===== src/rtl/amem_pkg.sv =====
package amem_pkg;
  typedef enum logic [1:0] {
    PH_IDLE = 2'd0,
    PH_ADDR = 2'd1,
    PH_DATA = 2'd2,
    PH_HOLD = 2'd3
  } phase_e;
endpackage


===== src/rtl/amem_timing_cfg.sv =====
module amem_timing_cfg #(
  parameter int TW = 8
) (
  input  logic          clk_i,
  input  logic          rst_ni,
  input  logic          load_i,
  input  logic [TW-1:0] addr_setup_i,
  input  logic [TW-1:0] data_setup_i,
  input  logic [TW-1:0] addr_hold_i,
  output logic [TW-1:0] addr_setup_now_o,
  output logic [TW-1:0] data_setup_o,
  output logic [TW-1:0] addr_hold_o
);
  localparam logic [TW-1:0] ONE = TW'(1);

  logic [TW-1:0] ds_c, ah_c;

  // zero settings behave as one cycle
  assign addr_setup_now_o = (addr_setup_i == '0) ? ONE : addr_setup_i;
  assign ds_c             = (data_setup_i == '0) ? ONE : data_setup_i;
  assign ah_c             = (addr_hold_i  == '0) ? ONE : addr_hold_i;

  always_ff @(posedge clk_i or negedge rst_ni) begin
    if (!rst_ni) begin
      data_setup_o <= ONE;
      addr_hold_o  <= ONE;
    end else if (load_i) begin
      data_setup_o <= ds_c;
      addr_hold_o  <= ah_c;
    end
  end
endmodule


===== src/rtl/amem_phase_seq.sv =====
module amem_phase_seq
  import amem_pkg::*;
#(
  parameter int TW = 8
) (
  input  logic          clk_i,
  input  logic          rst_ni,
  input  logic          start_i,
  input  logic [TW-1:0] addr_setup_i,
  input  logic [TW-1:0] data_setup_i,
  input  logic [TW-1:0] addr_hold_i,
  output phase_e        phase_o,
  output logic [TW-1:0] cnt_o,
  output logic          done_o
);
  always_ff @(posedge clk_i or negedge rst_ni) begin
    if (!rst_ni) begin
      phase_o <= PH_IDLE;
      cnt_o   <= '0;
      done_o  <= 1'b0;
    end else begin
      done_o <= 1'b0;
      unique case (phase_o)
        PH_IDLE: if (start_i) begin
          phase_o <= PH_ADDR;
          cnt_o   <= addr_setup_i - 1'b1;
        end
        PH_ADDR: if (cnt_o == '0) begin
          phase_o <= PH_DATA;
          cnt_o   <= data_setup_i - 1'b1;
        end else cnt_o <= cnt_o - 1'b1;
        PH_DATA: if (cnt_o == '0) begin
          phase_o <= PH_HOLD;
          cnt_o   <= addr_hold_i - 1'b1;
        end else cnt_o <= cnt_o - 1'b1;
        PH_HOLD: if (cnt_o == '0) begin
          phase_o <= PH_IDLE;
          done_o  <= 1'b1;
        end else cnt_o <= cnt_o - 1'b1;
        default: phase_o <= PH_IDLE;
      endcase
    end
  end
endmodule


===== src/rtl/amem_bus_drive.sv =====
module amem_bus_drive
  import amem_pkg::*;
#(
  parameter int AW = 20,
  parameter int DW = 16,
  parameter int TW = 8
) (
  input  logic          clk_i,
  input  logic          rst_ni,
  input  logic          start_i,
  input  logic          write_i,
  input  logic [AW-1:0] addr_i,
  input  logic [DW-1:0] wdata_i,
  input  phase_e        phase_i,
  input  logic [TW-1:0] cnt_i,
  input  logic [TW-1:0] data_setup_i,
  input  logic [DW-1:0] dq_i,
  output logic [DW-1:0] rdata_o,
  output logic          cs_no,
  output logic          oe_no,
  output logic          we_no,
  output logic [AW-1:0] addr_o,
  output logic [DW-1:0] dq_o,
  output logic          dq_oe_o
);
  localparam logic [TW-1:0] ONE = TW'(1);

  logic wr_q;
  logic in_data, last_data;

  always_ff @(posedge clk_i or negedge rst_ni) begin
    if (!rst_ni) begin
      wr_q   <= 1'b0;
      addr_o <= '0;
      dq_o   <= '0;
    end else if (start_i) begin
      wr_q   <= write_i;
      addr_o <= addr_i;
      dq_o   <= wdata_i;
    end
  end

  assign in_data   = (phase_i == PH_DATA);
  assign last_data = in_data && (cnt_i == '0);

  // sample on the final data cycle, before output enable rises
  always_ff @(posedge clk_i or negedge rst_ni) begin
    if (!rst_ni) rdata_o <= '0;
    else if (last_data && !wr_q) rdata_o <= dq_i;
  end

  assign cs_no   = !((phase_i == PH_ADDR) || in_data);
  assign oe_no   = !(in_data && !wr_q);
  // strobe spans data phase minus its last cycle, never shorter than one
  assign we_no   = !(in_data && wr_q && ((cnt_i != '0) || (data_setup_i == ONE)));
  assign dq_oe_o = wr_q && (in_data || (phase_i == PH_HOLD));
endmodule


===== src/rtl/amem_bus_master.sv =====
module amem_bus_master
  import amem_pkg::*;
#(
  parameter int AW = 20,
  parameter int DW = 16,
  parameter int TW = 8
) (
  input  logic          clk_i,
  input  logic          rst_ni,
  input  logic          cmd_valid_i,
  output logic          cmd_ready_o,
  input  logic          cmd_write_i,
  input  logic [AW-1:0] cmd_addr_i,
  input  logic [DW-1:0] cmd_wdata_i,
  input  logic [TW-1:0] tim_addr_setup_i,
  input  logic [TW-1:0] tim_data_setup_i,
  input  logic [TW-1:0] tim_addr_hold_i,
  output logic          rsp_valid_o,
  output logic [DW-1:0] rsp_rdata_o,
  output logic          mem_cs_no,
  output logic          mem_oe_no,
  output logic          mem_we_no,
  output logic [AW-1:0] mem_addr_o,
  output logic [DW-1:0] mem_dq_o,
  output logic          mem_dq_oe_o,
  input  logic [DW-1:0] mem_dq_i
);
  phase_e        phase;
  logic [TW-1:0] cnt;
  logic [TW-1:0] as_now, ds_q, ah_q;
  logic          start;

  assign cmd_ready_o = (phase == PH_IDLE);
  assign start       = cmd_valid_i && cmd_ready_o;

  amem_timing_cfg #(.TW(TW)) i_cfg (
    .clk_i            (clk_i),
    .rst_ni           (rst_ni),
    .load_i           (start),
    .addr_setup_i     (tim_addr_setup_i),
    .data_setup_i     (tim_data_setup_i),
    .addr_hold_i      (tim_addr_hold_i),
    .addr_setup_now_o (as_now),
    .data_setup_o     (ds_q),
    .addr_hold_o      (ah_q)
  );

  amem_phase_seq #(.TW(TW)) i_seq (
    .clk_i        (clk_i),
    .rst_ni       (rst_ni),
    .start_i      (start),
    .addr_setup_i (as_now),
    .data_setup_i (ds_q),
    .addr_hold_i  (ah_q),
    .phase_o      (phase),
    .cnt_o        (cnt),
    .done_o       (rsp_valid_o)
  );

  amem_bus_drive #(.AW(AW), .DW(DW), .TW(TW)) i_drv (
    .clk_i        (clk_i),
    .rst_ni       (rst_ni),
    .start_i      (start),
    .write_i      (cmd_write_i),
    .addr_i       (cmd_addr_i),
    .wdata_i      (cmd_wdata_i),
    .phase_i      (phase),
    .cnt_i        (cnt),
    .data_setup_i (ds_q),
    .dq_i         (mem_dq_i),
    .rdata_o      (rsp_rdata_o),
    .cs_no        (mem_cs_no),
    .oe_no        (mem_oe_no),
    .we_no        (mem_we_no),
    .addr_o       (mem_addr_o),
    .dq_o         (mem_dq_o),
    .dq_oe_o      (mem_dq_oe_o)
  );
endmodule


===== config.mk =====
export PLATFORM = sky130hd
export DESIGN_NAME = amem_bus_master
export DESIGN_NICKNAME = d
export VERILOG_FILES = /design/src/rtl/amem_pkg.sv /design/src/rtl/amem_timing_cfg.sv /design/src/rtl/amem_phase_seq.sv /design/src/rtl/amem_bus_drive.sv /design/src/rtl/amem_bus_master.sv
export SDC_FILE = /design/constraint.sdc
export NUM_CORES = 1
export LEC_CHECK = 0
export ABC_AREA = 1
export BUFFER_PORTS_ARGS = -buffer_cell sky130_fd_sc_hd__buf_2
export CAP_MARGIN = 20
export CORE_AREA = 2 2 95 97
export CTS_CLUSTER_SIZE = 16
export DETAILED_ROUTE_END_ITERATION = 6
export DIE_AREA = 0 0 97 99
export GPL_TIMING_DRIVEN = 0
export PLACE_DENSITY = 0.73
export SYNTH_ARGS = -nofsm -noshare
export SYNTH_HDL_FRONTEND = slang
export SYNTH_SLANG_ARGS = --single-unit

===== constraint.sdc =====
create_clock -name clk_i -period 3.5 [get_ports clk_i]
set_input_delay 0.7 -clock clk_i [delete_from_list [all_inputs] [get_ports clk_i]]
set_output_delay 0.7 -clock clk_i [all_outputs]
set_load 0.01 [all_outputs]

Yosys cells after proc, flatten, opt, wreduce, memory -nomap -nowiden
Cells that the tools add are included.
{ "op_classes": {"addsub": 4, "n_reduce_logical": 22, "eq_ne": 9, "muxes": 15} }
{ "op_table": {"columns": ["operator", "count"], "rows": [
  ["8-bit two-way mux", 7],
  ["8-bit logical NOT", 4],
  ["8-bit one-hot mux with 4 select lines", 1],
  ["8-bit by 1-bit subtractor with 8-bit output (second input constant)", 4],
  ["8-bit by 1-bit equality test with 1-bit output (second input constant)", 1],
  ["2-bit two-way mux", 4],
  ["2-bit one-hot mux with 4 select lines", 1],
  ["8-bit nonzero test", 1],
  ["1-bit logical AND", 7],
  ["2-bit by 1-bit != test with 1-bit output (second input constant)", 3],
  ["2-bit equality test (second input constant)", 2],
  ["1-bit logical NOT", 4],
  ["2-bit != test (second input constant)", 2],
  ["4-bit AND reduction", 1],
  ["1-bit logical OR", 3],
  ["2-bit by 1-bit equality test with 1-bit output (second input constant)", 1],
  ["2-bit logical NOT", 1],
  ["1-bit two-way mux", 2],
  ["2-bit AND reduction", 1]
]} }
{ "totals": {"inputBits": 80, "regBits": 80, "elab_cells": 59, "output_inout_bits": 58} }

Longest topological paths before layout
{ "logic_depth": {"depth_word": 5, "ltp_mapped": 12, "mapped_depth_nobuf": 12} }

By module
From an unflattened synthesis, not the netlist that was laid out.
{ "hier_totals": {"hier_cells": 471, "area_unflattened_um2": 4307.9} }
{ "modules_own_cells": {"columns": ["module", "n_inst", "seq_area_each_um2", "cells_per_inst", "area_per_inst_um2"], "rows": [
  ["amem_bus_drive", 1, 1326.3, 179, 2154.6],
  ["amem_phase_seq", 1, 275.3, 215, 1361.3],
  ["amem_timing_cfg", 1, 402.9, 71, 764.5],
  ["amem_bus_master", 1, 0.0, 6, 27.5]
]} }

Least setup slack after synthesis
Ideal clock, no wire load.
{ "synth_path": {"path_kind": "input-to-reg", "startpoint": "input port tim_addr_setup_i[2]", "endpoint": "register i_seq.cnt_o[2]", "cell_stages": 9, "setup_time_ns": 0.065, "path_slack_ns": 1.496, "t_arrival_ns": 1.938, "t_required_ns": 3.435, "cell_sequence": "nor2_1 inv_1 nor2_1 a21oi_1 ha_1 or2_2 a31oi_1 nand2_1 nand2_1"} }
{ "synth_via": {"elab_chain_cells": 5} }
{ "synth_rtl": {"columns": ["item", "line", "source"], "rows": [
  ["start: declaration", "amem_bus_master.sv:15", "input logic [TW-1:0] tim_addr_setup_i,"],
  ["8-bit logical NOT", "amem_timing_cfg.sv:19", "assign addr_setup_now_o = (addr_setup_i == '0) ? ONE : addr_setup_i;"],
  ["8-bit two-way mux *", "amem_timing_cfg.sv:19", null],
  ["8-bit by 1-bit subtractor with 8-bit output *", "amem_phase_seq.sv:26", "cnt_o <= addr_setup_i - 1'b1;"],
  ["8-bit two-way mux *", "amem_phase_seq.sv:24", "PH_IDLE: if (start_i) begin"],
  ["8-bit one-hot mux with 4 select lines *", "amem_phase_seq.sv:23", "unique case (phase_o)"],
  ["end signal: assignment", "amem_phase_seq.sv:26", null],
  ["end signal: assignment", "amem_phase_seq.sv:30", "cnt_o <= data_setup_i - 1'b1;"],
  ["end signal: assignment", "amem_phase_seq.sv:31", "end else cnt_o <= cnt_o - 1'b1;"],
  ["end: declaration", "amem_phase_seq.sv:13", "output logic [TW-1:0] cnt_o,"]
]} }
Mark *: on every way between the ends. The rest lies on a longest branch, timed or not. The select of a mux whose other input is x is not followed.
A chain may end at the register's enable or synchronous reset.

Final worst setup path
{ "layout_path": {"startpoint": "register i_seq.cnt_o[0]", "endpoint": "output port mem_we_no"} }
{ "layout_via": {"elab_chain_cells": 4} }
{ "layout_rtl": {"columns": ["item", "line", "source"], "rows": [
  ["8-bit nonzero test", "amem_bus_drive.sv:55", "assign we_no = !(in_data && wr_q && ((cnt_i != '0) || (data_setup_i == ONE)));"],
  ["1-bit logical OR", "amem_bus_drive.sv:55", null],
  ["1-bit logical AND", "amem_bus_drive.sv:55", null],
  ["1-bit logical NOT", "amem_bus_drive.sv:55", null],
  ["end: declaration", "amem_bus_master.sv:22", "output logic mem_we_no,"]
]} }
Every way passes these cells.

==> impl_metrics.toml <==
[logic_synthesis]
ys_warn_count = 0
synth_most_common_cell = "dfrtp_1"
ys_seq_area_share_pct = 49.8
synthesis.nets = 513
syn-cell-area_sq_um = 4030
ys_top_cells_by_count = "78 x dfrtp_1, 75 x nand2_1, 53 x mux2_2"
ys_seq_elements = 80
syn_avg_cell_area_sq_um = 9.52
synth_edf_count = 0
synth_cell_type_count = 33
synthArstFlopShare_pct = 100
yosysTopAreaCellShare_pct = 48.5
syn-instance-count = 423
yosys.area.top_type = "dfrtp_1"
synthFlopType = "dfrtp_1"
synth_top_cells_by_area = "dfrtp_1 48%, mux2_2 15%, nand2_1 7.0%"

[power]
p_int_mw = 2.76
switching_share_pct = 40.8
ir_worst_vdd_v = 0.000569
seqPwrFrac_pct = 36.3
switchingPower_mw = 1.90
p_comb_share_pct = 46.4
clkPwrFrac_pct = 17.3
p_per_area_nw_per_um2 = 912
power_leakage_nw = 2.59

[timing]
drv_slew = 0
setup_viol = 0
finalHoldViolCount = 0
fin_tns_setup_ns = 0
slew_headroom_pct = 58.2
finalCritPeriodShare_pct = 71.1
min_period_ns = 2.49
fin_worst_skew_ns = 0.0103
tightest_slew_ns = 0.627
grt_setup_unrepaired = "false"
max_freq_mhz = 402

[drt]
first_pass_iters = 4
drc_errors = 0
ant_nets = 0
viasPerCell = 5.08
totalWireLength_um = 9960
drt_iter0_drc = 177
vias = 3481
routedWlPerCell_um = 14.5

[cells_and_area]
stdcell_count = 685
antenna_cells = 0
fin_nets = 662
drive_gt1_share_pct = 39.2
area_growth_syn_to_layout_pct = 26.9

[cts]
clock_sinks = 80
post_cts_buffers = 0
cts_inserted_buffers = 9
insertion_delay_ns = 0.37
cts_resized = 0
cts_htree_levels = 3
clockRootBuffer = "clkbuf_8"
cts_max_path_buffers = 2
clkTransAtPathRegs_ns = 0.09
cts_hold_buf = 0
cts_tree = "built"

[critical_path]
arrival_ns = 1.79
cp-end-kind = "output pin"
r2r_cells = 5
cp_max_fo = 10
reg2reg_to = "i_drv.wr_q"
start_kind = "flop"
critical_path_class = "flop to output pin"
timing.critical_path.required_ns = 2.80
reg2reg_setup_slack_ns = 1.45
reg2reg_from = "i_seq.phase_o[0]"

[placement]
placedCellCount = 669
portBuffers = 137
hpwl_um = 7650
gp_congestion = 0.928

[min_path]
hold_class = "input port to asynchronous set/reset pin"

[die]
io-pin-count = 138
dieArea_sq_um = 9600
die-height_um = 99
num_rows = 34
start_util_pct = 47.1
die_w_um = 97
coreArea_sq_um = 8550

[run_status]
status = "completed"

[global_routing]
grt_usage_pct = 21.7
antenna_found_initial = 0
grt_pass1_wl_um = 16900
grt_max_degree = 52
grt_pass1_vias = 3670
overflow = 0

[flow_run]
maxCapViolCount = 0
-- power by group through the flow --
stage	registers [mW]	logic [mW]	clock network [mW]
global placement	1.68	2.11	0
detailed placement	1.69	2.18	0
finish	1.69	2.16	0.808
global route	1.76	2.43	0.859
CTS	1.69	2.18	0.825
floorplan	1.81	1.28	0
-- area by class of cell --
type                            instances  area, sq um
Clock buffer                            9          124
Timing Repair Buffer                  138          716
Tap cell                              108          135
Inverter                               52          200
Sequential cell                        80         2000
Fill cell                             746         3440
Multi-Input combinational cell        280         1760
Clock inverter                          7          108
Buffer                                 11         60.1
-- stage by stage --
| step | utilization (%) | hold WS [ns] | cell area [sq um] | setup WS (ns) | power (mW) |
|---|---|---|---|---|---|
| after detailed placement | 57.1 | 0.477 | 4880 | 1.04 | 3.87 |
| after CTS | 59.8 | 0.258 | 5110 | 0.991 | 4.69 |
| after global placement | 56.7 | 0.476 | 4850 | 1.08 | 3.78 |
| after global routing | 59.8 | 0.273 | 5110 | 0.872 | 5.05 |
| final | 59.8 | 0.256 | 5110 | 1.01 | 4.66 |
| after floorplan | - | 0.404 | 4030 | 1.50 | 3.09 |
-- metal layers --
layer | track usage (%) | up-vias | wire length (um)
met5 | 0 | - | 0
li1 | - | 1693 | -
met4 | 7.15 | 0 | 78
met1 | 26.1 | 1656 | 4120
met3 | 7.02 | 8 | 880
met2 | 37.0 | 124 | 4880
-- cells in the final DEF (no fill, tap or decap), types with 3 or more instances in the layout --
cell type	n
nor3_1	6
o21ai_0	20
a31oi_1	3
clkbuf_1	3
buf_2	139
mux2_2	53
nand2_1	75
nand3_1	30
nand4_1	8
buf_1	3
ha_1	10
clkbuf_8	9
a21oi_1	16
nor2_1	33
o22ai_1	3
inv_1	50
dfrtp_1	78
xnor2_1	3
-- kinds of logic (layout without fill, tap and decap cells) --
| kind of cell | count (synthesis) | after routing | synth area share (%) |
|---|---|---|---|
| compound gates | 50 | 50 | 7.15 |
| flops | 80 | 80 | 49.8 |
| xor+xnor | 5 | 5 | 1.09 |
| buf+inv | 63 | 217 | 6.46 |
| fa+ha+maj | 10 | 10 | 3.11 |
| simple gates | 162 | 162 | 17.6 |
| mux | 53 | 53 | 14.8 |
-- worst max-delay path, stage by stage (launching register included) --
cell and delay (ns):
dfrtp_1 0.40, inv_1 0.12, ha_1 0.19, nand2_1 0.09, nor2_4 0.17, buf_6 0.16
o21ai_0 0.09, nand3_1 0.07, buf_2 0.15
-- registers in the layout (all words and copies together) (netlist names) --
signal / cells
i_cfg.addr_hold_o: 8
i_cfg.data_setup_o: 8
i_drv.addr_o: 20
i_drv.dq_o: 16
i_drv.rdata_o: 16
i_drv.wr_q: 1
i_seq.cnt_o: 8
i_seq.done_o: 1
i_seq.phase_o: 2
-- worst max-delay path by stage --
stage	from	endpoint	cells after the start
2_1_floorplan	tim_addr_setup_i[2]	i_seq.cnt_o[2]	9
3_3_place_gp	tim_addr_setup_i[3]	i_seq.cnt_o[6]	13
3_5_place_dp	tim_addr_setup_i[3]	i_seq.cnt_o[6]	13
4_1_cts	i_seq.phase_o[0]	mem_oe_no	7
5_1_grt	i_seq.phase_o[0]	mem_oe_no	7
6_report	i_seq.cnt_o[0]	mem_we_no	8
(Power assumes the default switching activity.)
